<file path="src/rtl/dms_pkg.sv">
package dms_pkg;
  typedef enum logic [1:0] {
    PH_IDLE = 2'd0,
    PH_REQ  = 2'd1,
    PH_WAIT = 2'd2,
    PH_DONE = 2'd3
  } ph_t;
endpackage

</file>
<file path="src/rtl/dms_rst_sync.sv">
module dms_rst_sync #(
  parameter int STAGES = 2
) (
  input  logic clk,
  input  logic rst_n,
  output logic rst_sn
);
  logic [STAGES-1:0] chain_q;

  always_ff @(posedge clk or negedge rst_n) begin
    if (!rst_n) chain_q <= '0;
    else        chain_q <= {chain_q[STAGES-2:0], 1'b1};
  end

  assign rst_sn = chain_q[STAGES-1];
endmodule

</file>
<file path="src/rtl/dms_decode.sv">
module dms_decode #(
  parameter int AW         = 24,
  parameter int SRAM_WORDS = 20480
) (
  input  logic [AW-1:0] addr,
  output logic          is_sd
);
  localparam bit POW2 = (SRAM_WORDS & (SRAM_WORDS - 1)) == 0;
  localparam int LOG2 = $clog2(SRAM_WORDS);

  generate
    if (POW2 && LOG2 > 0 && LOG2 < AW) begin : g_upper_bits
      assign is_sd = |addr[AW-1:LOG2];
    end else begin : g_compare
      localparam logic [AW-1:0] LIMIT = AW'(SRAM_WORDS);
      assign is_sd = (addr >= LIMIT);
    end
  endgenerate
endmodule

</file>
<file path="src/rtl/dms_ctrl.sv">
module dms_ctrl
  import dms_pkg::*;
#(
  parameter int AW   = 24,
  parameter int DW   = 16,
  parameter int TAGW = 4
) (
  input  logic            clk,
  input  logic            rst_sn,
  input  logic            req_valid,
  input  logic            req_write,
  input  logic [AW-1:0]   req_addr,
  input  logic [DW-1:0]   req_wdata,
  input  logic [TAGW-1:0] req_tag,
  input  logic            req_is_sd,
  input  logic            sd_busy,
  input  logic            sd_rd_ready,
  output logic            req_ready,
  output logic            done,
  output logic [TAGW-1:0] done_tag,
  output logic            sdram_wait,
  output logic [AW-1:0]   addr_o,
  output logic [DW-1:0]   wdata_o,
  output logic            sram_rd,
  output logic            sram_wr,
  output logic            sd_rd_en,
  output logic            sd_wr_en,
  output logic            cap_en,
  output logic            cap_sel_sd
);
  ph_t             st_q, st_d;
  logic            wr_q, sd_q;
  logic [AW-1:0]   addr_q;
  logic [DW-1:0]   wdata_q;
  logic [TAGW-1:0] tag_q;
  logic            accept;

  assign accept = (st_q == PH_IDLE) && req_valid;

  // next-state logic
  always_comb begin
    st_d = st_q;
    unique case (st_q)
      PH_IDLE: if (req_valid) st_d = PH_REQ;
      PH_REQ:  if (!sd_q || sd_busy) st_d = PH_WAIT;
      PH_WAIT: begin
        if (!sd_q)                   st_d = PH_DONE;
        else if (!wr_q && sd_rd_ready) st_d = PH_DONE;
        else if (wr_q && !sd_busy)   st_d = PH_DONE;
      end
      PH_DONE: st_d = PH_IDLE;
      default: st_d = PH_IDLE;
    endcase
  end

  always_ff @(posedge clk or negedge rst_sn) begin
    if (!rst_sn) st_q <= PH_IDLE;
    else         st_q <= st_d;
  end

  // request capture, clock-enabled by acceptance
  always_ff @(posedge clk or negedge rst_sn) begin
    if (!rst_sn) begin
      wr_q    <= 1'b0;
      sd_q    <= 1'b0;
      addr_q  <= '0;
      wdata_q <= '0;
      tag_q   <= '0;
    end else if (accept) begin
      wr_q    <= req_write;
      sd_q    <= req_is_sd;
      addr_q  <= req_addr;
      wdata_q <= req_wdata;
      tag_q   <= req_tag;
    end
  end

  // outputs decoded from registered state
  always_comb begin
    req_ready  = (st_q == PH_IDLE);
    done       = (st_q == PH_DONE);
    sram_rd    = (st_q == PH_REQ) && !sd_q && !wr_q;
    sram_wr    = (st_q == PH_REQ) && !sd_q &&  wr_q;
    sd_rd_en   = (st_q == PH_REQ) &&  sd_q && !wr_q;
    sd_wr_en   = (st_q == PH_REQ) &&  sd_q &&  wr_q;
    sdram_wait = sd_q && ((st_q == PH_REQ) || (st_q == PH_WAIT));
    cap_sel_sd = sd_q;
    cap_en     = (st_q == PH_WAIT) && !wr_q && (!sd_q || sd_rd_ready);
  end

  assign done_tag = tag_q;
  assign addr_o   = addr_q;
  assign wdata_o  = wdata_q;
endmodule

</file>
<file path="src/rtl/dms_hold.sv">
module dms_hold #(
  parameter int DW = 16
) (
  input  logic          clk,
  input  logic          rst_sn,
  input  logic          cap_en,
  input  logic          cap_sel_sd,
  input  logic [DW-1:0] sram_rdata,
  input  logic [DW-1:0] sd_rdata,
  output logic [DW-1:0] rdata
);
  logic [DW-1:0] hold_q, hold_d;

  always_comb hold_d = cap_sel_sd ? sd_rdata : sram_rdata;

  always_ff @(posedge clk or negedge rst_sn) begin
    if (!rst_sn)     hold_q <= '0;
    else if (cap_en) hold_q <= hold_d;
  end

  assign rdata = hold_q;
endmodule

</file>
<file path="src/rtl/dual_mem_seq.sv">
module dual_mem_seq #(
  parameter int AW         = 24,
  parameter int DW         = 16,
  parameter int TAGW       = 4,
  parameter int SRAM_WORDS = 20480
) (
  input  logic            clk,
  input  logic            rst_n,
  input  logic            req_valid,
  input  logic            req_write,
  input  logic [AW-1:0]   req_addr,
  input  logic [DW-1:0]   req_wdata,
  input  logic [TAGW-1:0] req_tag,
  output logic            req_ready,
  output logic            done,
  output logic [TAGW-1:0] done_tag,
  output logic [DW-1:0]   rdata,
  output logic            sdram_wait,
  output logic [AW-1:0]   sram_addr,
  output logic [DW-1:0]   sram_wdata,
  output logic            sram_rd,
  output logic            sram_wr,
  input  logic [DW-1:0]   sram_rdata,
  output logic [AW-1:0]   sd_addr,
  output logic [DW-1:0]   sd_wdata,
  output logic            sd_rd_en,
  output logic            sd_wr_en,
  input  logic            sd_busy,
  input  logic            sd_rd_ready,
  input  logic [DW-1:0]   sd_rdata
);
  logic          rst_sn;
  logic          is_sd;
  logic          cap_en, cap_sel_sd;
  logic [AW-1:0] addr_w;
  logic [DW-1:0] wdata_w;

  dms_rst_sync #(.STAGES(2)) u_rst (
    .clk(clk), .rst_n(rst_n), .rst_sn(rst_sn)
  );

  dms_decode #(.AW(AW), .SRAM_WORDS(SRAM_WORDS)) u_dec (
    .addr(req_addr), .is_sd(is_sd)
  );

  dms_ctrl #(.AW(AW), .DW(DW), .TAGW(TAGW)) u_ctrl (
    .clk(clk), .rst_sn(rst_sn),
    .req_valid(req_valid), .req_write(req_write), .req_addr(req_addr),
    .req_wdata(req_wdata), .req_tag(req_tag), .req_is_sd(is_sd),
    .sd_busy(sd_busy), .sd_rd_ready(sd_rd_ready),
    .req_ready(req_ready), .done(done), .done_tag(done_tag),
    .sdram_wait(sdram_wait), .addr_o(addr_w), .wdata_o(wdata_w),
    .sram_rd(sram_rd), .sram_wr(sram_wr),
    .sd_rd_en(sd_rd_en), .sd_wr_en(sd_wr_en),
    .cap_en(cap_en), .cap_sel_sd(cap_sel_sd)
  );

  dms_hold #(.DW(DW)) u_hold (
    .clk(clk), .rst_sn(rst_sn), .cap_en(cap_en), .cap_sel_sd(cap_sel_sd),
    .sram_rdata(sram_rdata), .sd_rdata(sd_rdata), .rdata(rdata)
  );

  assign sram_addr  = addr_w;
  assign sram_wdata = wdata_w;
  assign sd_addr    = addr_w;
  assign sd_wdata   = wdata_w;
endmodule

</file>
<file path="config.mk">
export PLATFORM = sky130hd
export DESIGN_NAME = dual_mem_seq
export DESIGN_NICKNAME = d
export VERILOG_FILES = /design/src/rtl/dms_pkg.sv /design/src/rtl/dms_rst_sync.sv /design/src/rtl/dms_decode.sv /design/src/rtl/dms_ctrl.sv /design/src/rtl/dms_hold.sv /design/src/rtl/dual_mem_seq.sv
export SDC_FILE = /design/constraint.sdc
export NUM_CORES = 1
export LEC_CHECK = 0
export ABC_AREA = 1
export BUFFER_PORTS_ARGS = -buffer_cell sky130_fd_sc_hd__buf_4
export CORE_MARGIN = 2
export CORE_UTILIZATION = 39
export DETAILED_ROUTE_END_ITERATION = 8
export PLACE_DENSITY = 0.73
export SYNTH_ARGS = -nofsm -noshare
export SYNTH_HDL_FRONTEND = slang
export SYNTH_SLANG_ARGS = --single-unit
</file>
<file path="constraint.sdc">
create_clock -name clk -period 3.42 [get_ports clk]
set_input_delay 0.684 -clock clk [delete_from_list [all_inputs] [get_ports clk]]
set_output_delay 0.684 -clock clk [all_outputs]
set_load 0.01 [all_outputs]
</file>
==> results.txt <==
Placed Cells: 609
Core area: 7770 sq um
Crit path max fanout: 23
Post-cts gate resize count: 0
Iter 0 DRT Violations: 115
Peak Freq: 444 MHz
Hpwl dp: 5790 um
Antenna Cells: 0
Critical path class: flip-flop to output port
Root buffer cell: clkbuf_8
Post-Layout Cell Count: 625
P_int: 2520 uW
Minimum clock period: 2.25 ns
Synth top area share: 52.8%
Clock latency on the worst-skew pair: 0.33 ns
Worst vdd ir: 0.000446 V
Psw: 1500 uW
Vias/cell: 4.50
Detail Route Antenna Nets: 0
FFs w/ async S/R, synth: 100%
Worst-Margin Slew: 0.767 ns
Most used routing layer: met2
Required time worst endpoint: 2.74 ns
H-tree depth: 3
Clk buf depth: 2
First-pass GRT wire length: 12300 um
DR WL/cell: 12.6 um
Leak pwr: 0.00251 uW
M1 GR Usage: 21.6%
Largest net degree at the start of global routing: 47
Die Width: 93.6 um
Post-layout instance area: 4520 sq um
Cell variety after synth: 18
PortBufs: 188
Initial Util: 40.3%
Max-Cap Viols: 0
EDFF count, synth: 0
Syn nets: 458
Critical path arrival: 1.57 ns
Status: finished, final reports clean
Combinational Power Share: 47.4%
Total power: 4020 uW
CTS clk-pin slew, worst paths: 0.07 ns
Initial DRT Pass Iterations: 4
Cells taking the most area after synthesis: dfrtp_1, nand2_1, buf_4
Layout Nets: 605
Rows: 32
Via count: 2810
Residual DRC: 0
Hold Crit Class: primary input to asynchronous set/reset pin
GRT Total Usage: 17.6%
Synthesized flop and latch total: 66
Synthesis-to-layout area growth: 44.5%
# IOs: 189
Switching share of power: 37.3%
Setup crit start kind: flip-flop
Synthesis warning total: 0
Dpl cell area: 4300 sq um
Placer Congestion: 0.755
Ys flop type: dfrtp_1
Post-synth top cells: nand2_1, dfrtp_1, buf_4, o21ai_0, or2_2
Clock skew: 0.00909 ns
# Post-CTS Setup Buffers: 0
Total global routing overflow: 0
Die ar.: 8750 sq um
Clock Power Share: 17.5%
Cell area after synthesis: 3130 sq um
Antenna violations before repair: 0
Die height: 93.6 um
CTS Hold Bufs: 0
M2 GR Usage: 30.8%
RSZ-0062 raised after global routing: false
Fin. Hold Viols: 0
Final core utilization: 58.2%
CP Capture Type: output port
Sequential Power Share: 35.1%
# clock sinks: 66
Area leader, netlist: dfrtp_1
Pwr per Cell Area: 890 nW/um^2
Slew Limit Headroom: 48.8%
Layout cells sized above 1: 43.4%
Final WL: 7850 um
Met3 GRT Util: 3.55%
Sequential share of the synthesized area: 52.8%
# fillers: 727
TritonCTS clock tree: built
Total CTS buffers: 9
Setup tns final: 0 ns
Post-route clock period utilization: 65.8%
Final setup fails: 0
Vias in the first global route: 2696
Most frequent cell after synthesis: nand2_1
Max-slew violations: 0
Post-synthesis area per instance: 8.43 sq um
Gate Count Post-Synth: 371
-- layer usage --
layer,share of wire [%],routed length [um]
met2,51,4020
met5,0,0
met3,6.7,527
met1,41,3220
met4,1.0,80
-- state kept, by name, summed over array words and instances (netlist names) --
name,count
u_ctrl.addr_o,24
u_ctrl.wdata_o,16
u_hold.rdata,16
u_ctrl.done_tag,4
u_ctrl.st_q,2
u_rst.chain_q,2
u_ctrl.cap_sel_sd,1
u_ctrl.wr_q,1
-- final timing paths --
kind	start	endpoint	slack (ns)	depth (start not counted)
setup / recovery	u_ctrl.cap_sel_sd$_DFFE_PN0P_	sd_rd_en	1.17	3
hold / removal	rst_n	u_rst.chain_q[0]$_DFF_PN0_	0.13	1
setup reg to reg	u_ctrl.cap_sel_sd$_DFFE_PN0P_	u_hold.rdata[11]$_DFFE_PN0P_	1.39	3
hold reg to reg	u_rst.chain_q[1]$_DFF_PN0_	u_ctrl.addr_o[7]$_DFFE_PN0P_	0.29	0
max in group asynchronous	u_rst.chain_q[1]$_DFF_PN0_	u_ctrl.done_tag[3]$_DFFE_PN0P_	2.24	1
min in group clk	u_rst.chain_q[0]$_DFF_PN0_	u_rst.chain_q[1]$_DFF_PN0_	0.37	0
-- cell families (layout without fill, tap and decap cells) --
kind of cell | Yosys count | in the layout | synth area share (%)
AND/OR/NAND/NOR | 195 | 195 | 25.0
buffers and inverters | 67 | 219 | 13.7
flip-flops | 66 | 66 | 52.8
AO/OA/AOI/OAI | 37 | 37 | 6.36
adder cells (fa/ha/maj) | 5 | 5 | 2.00
other | 1 | 1 | 0.120
-- stage by stage --
| step | worst slack [ns] | hold WS (ns) |
|---|---|---|
| 6_report | 1.17 | 0.128 |
| 2_1_floorplan | 1.45 | 0.331 |
| 3_5_place_dp | 1.41 | 0.316 |
| 5_1_grt | 1.06 | 0.0984 |
| 3_3_place_gp | 1.56 | 0.305 |
| 4_1_cts | 1.15 | 0.106 |
-- worst max-delay path, stage by stage, from the launching register on --
cell	delay, ns
dfrtp_1	0.78
nand2_1	0.20
nor2_1	0.14
buf_4	0.13
-- layout by cell type (no fill, tap or decap) --
cell type,n
buf_4,190
nand2_1,157
dfrtp_1,65
o21ai_0,32
or2_2,17
nor2_1,15
inv_1,11
clkbuf_8,9
ha_1,5
nand3_1,4
nor3_1,2
inv_2,2
o21ai_1,2
clkinv_2,2
bufinv_16,2
clkinvlp_4,2
o21a_1,1
o21ai_4,1
a21oi_1,1
clkinv_4,1
conb_1,1
dfrtp_2,1
-- final cells by class --
type                            count  area [sq um]  area share (%)
Multi-Input combinational cell    238          1050            23.2
Clock buffer                        9           124            2.74
Inverter                           13          48.8            1.08
Sequential cell                    66          1650            36.6
Timing Repair Buffer              190          1430            31.6
Clock inverter                      7          93.8            2.08
Tap cell                          102           128            2.82
-- power groups by stage --
stage | sequential, uW | clock [uW] | combinational [uW]
after floorplan | 1530 | 0 | 1010
after global placement | 1410 | 0 | 1900
after detailed placement | 1420 | 0 | 1940
after CTS | 1420 | 727 | 1940
after global routing | 1460 | 762 | 2110
final | 1410 | 704 | 1910
Note: power is estimated with default switching activity, not from simulation.
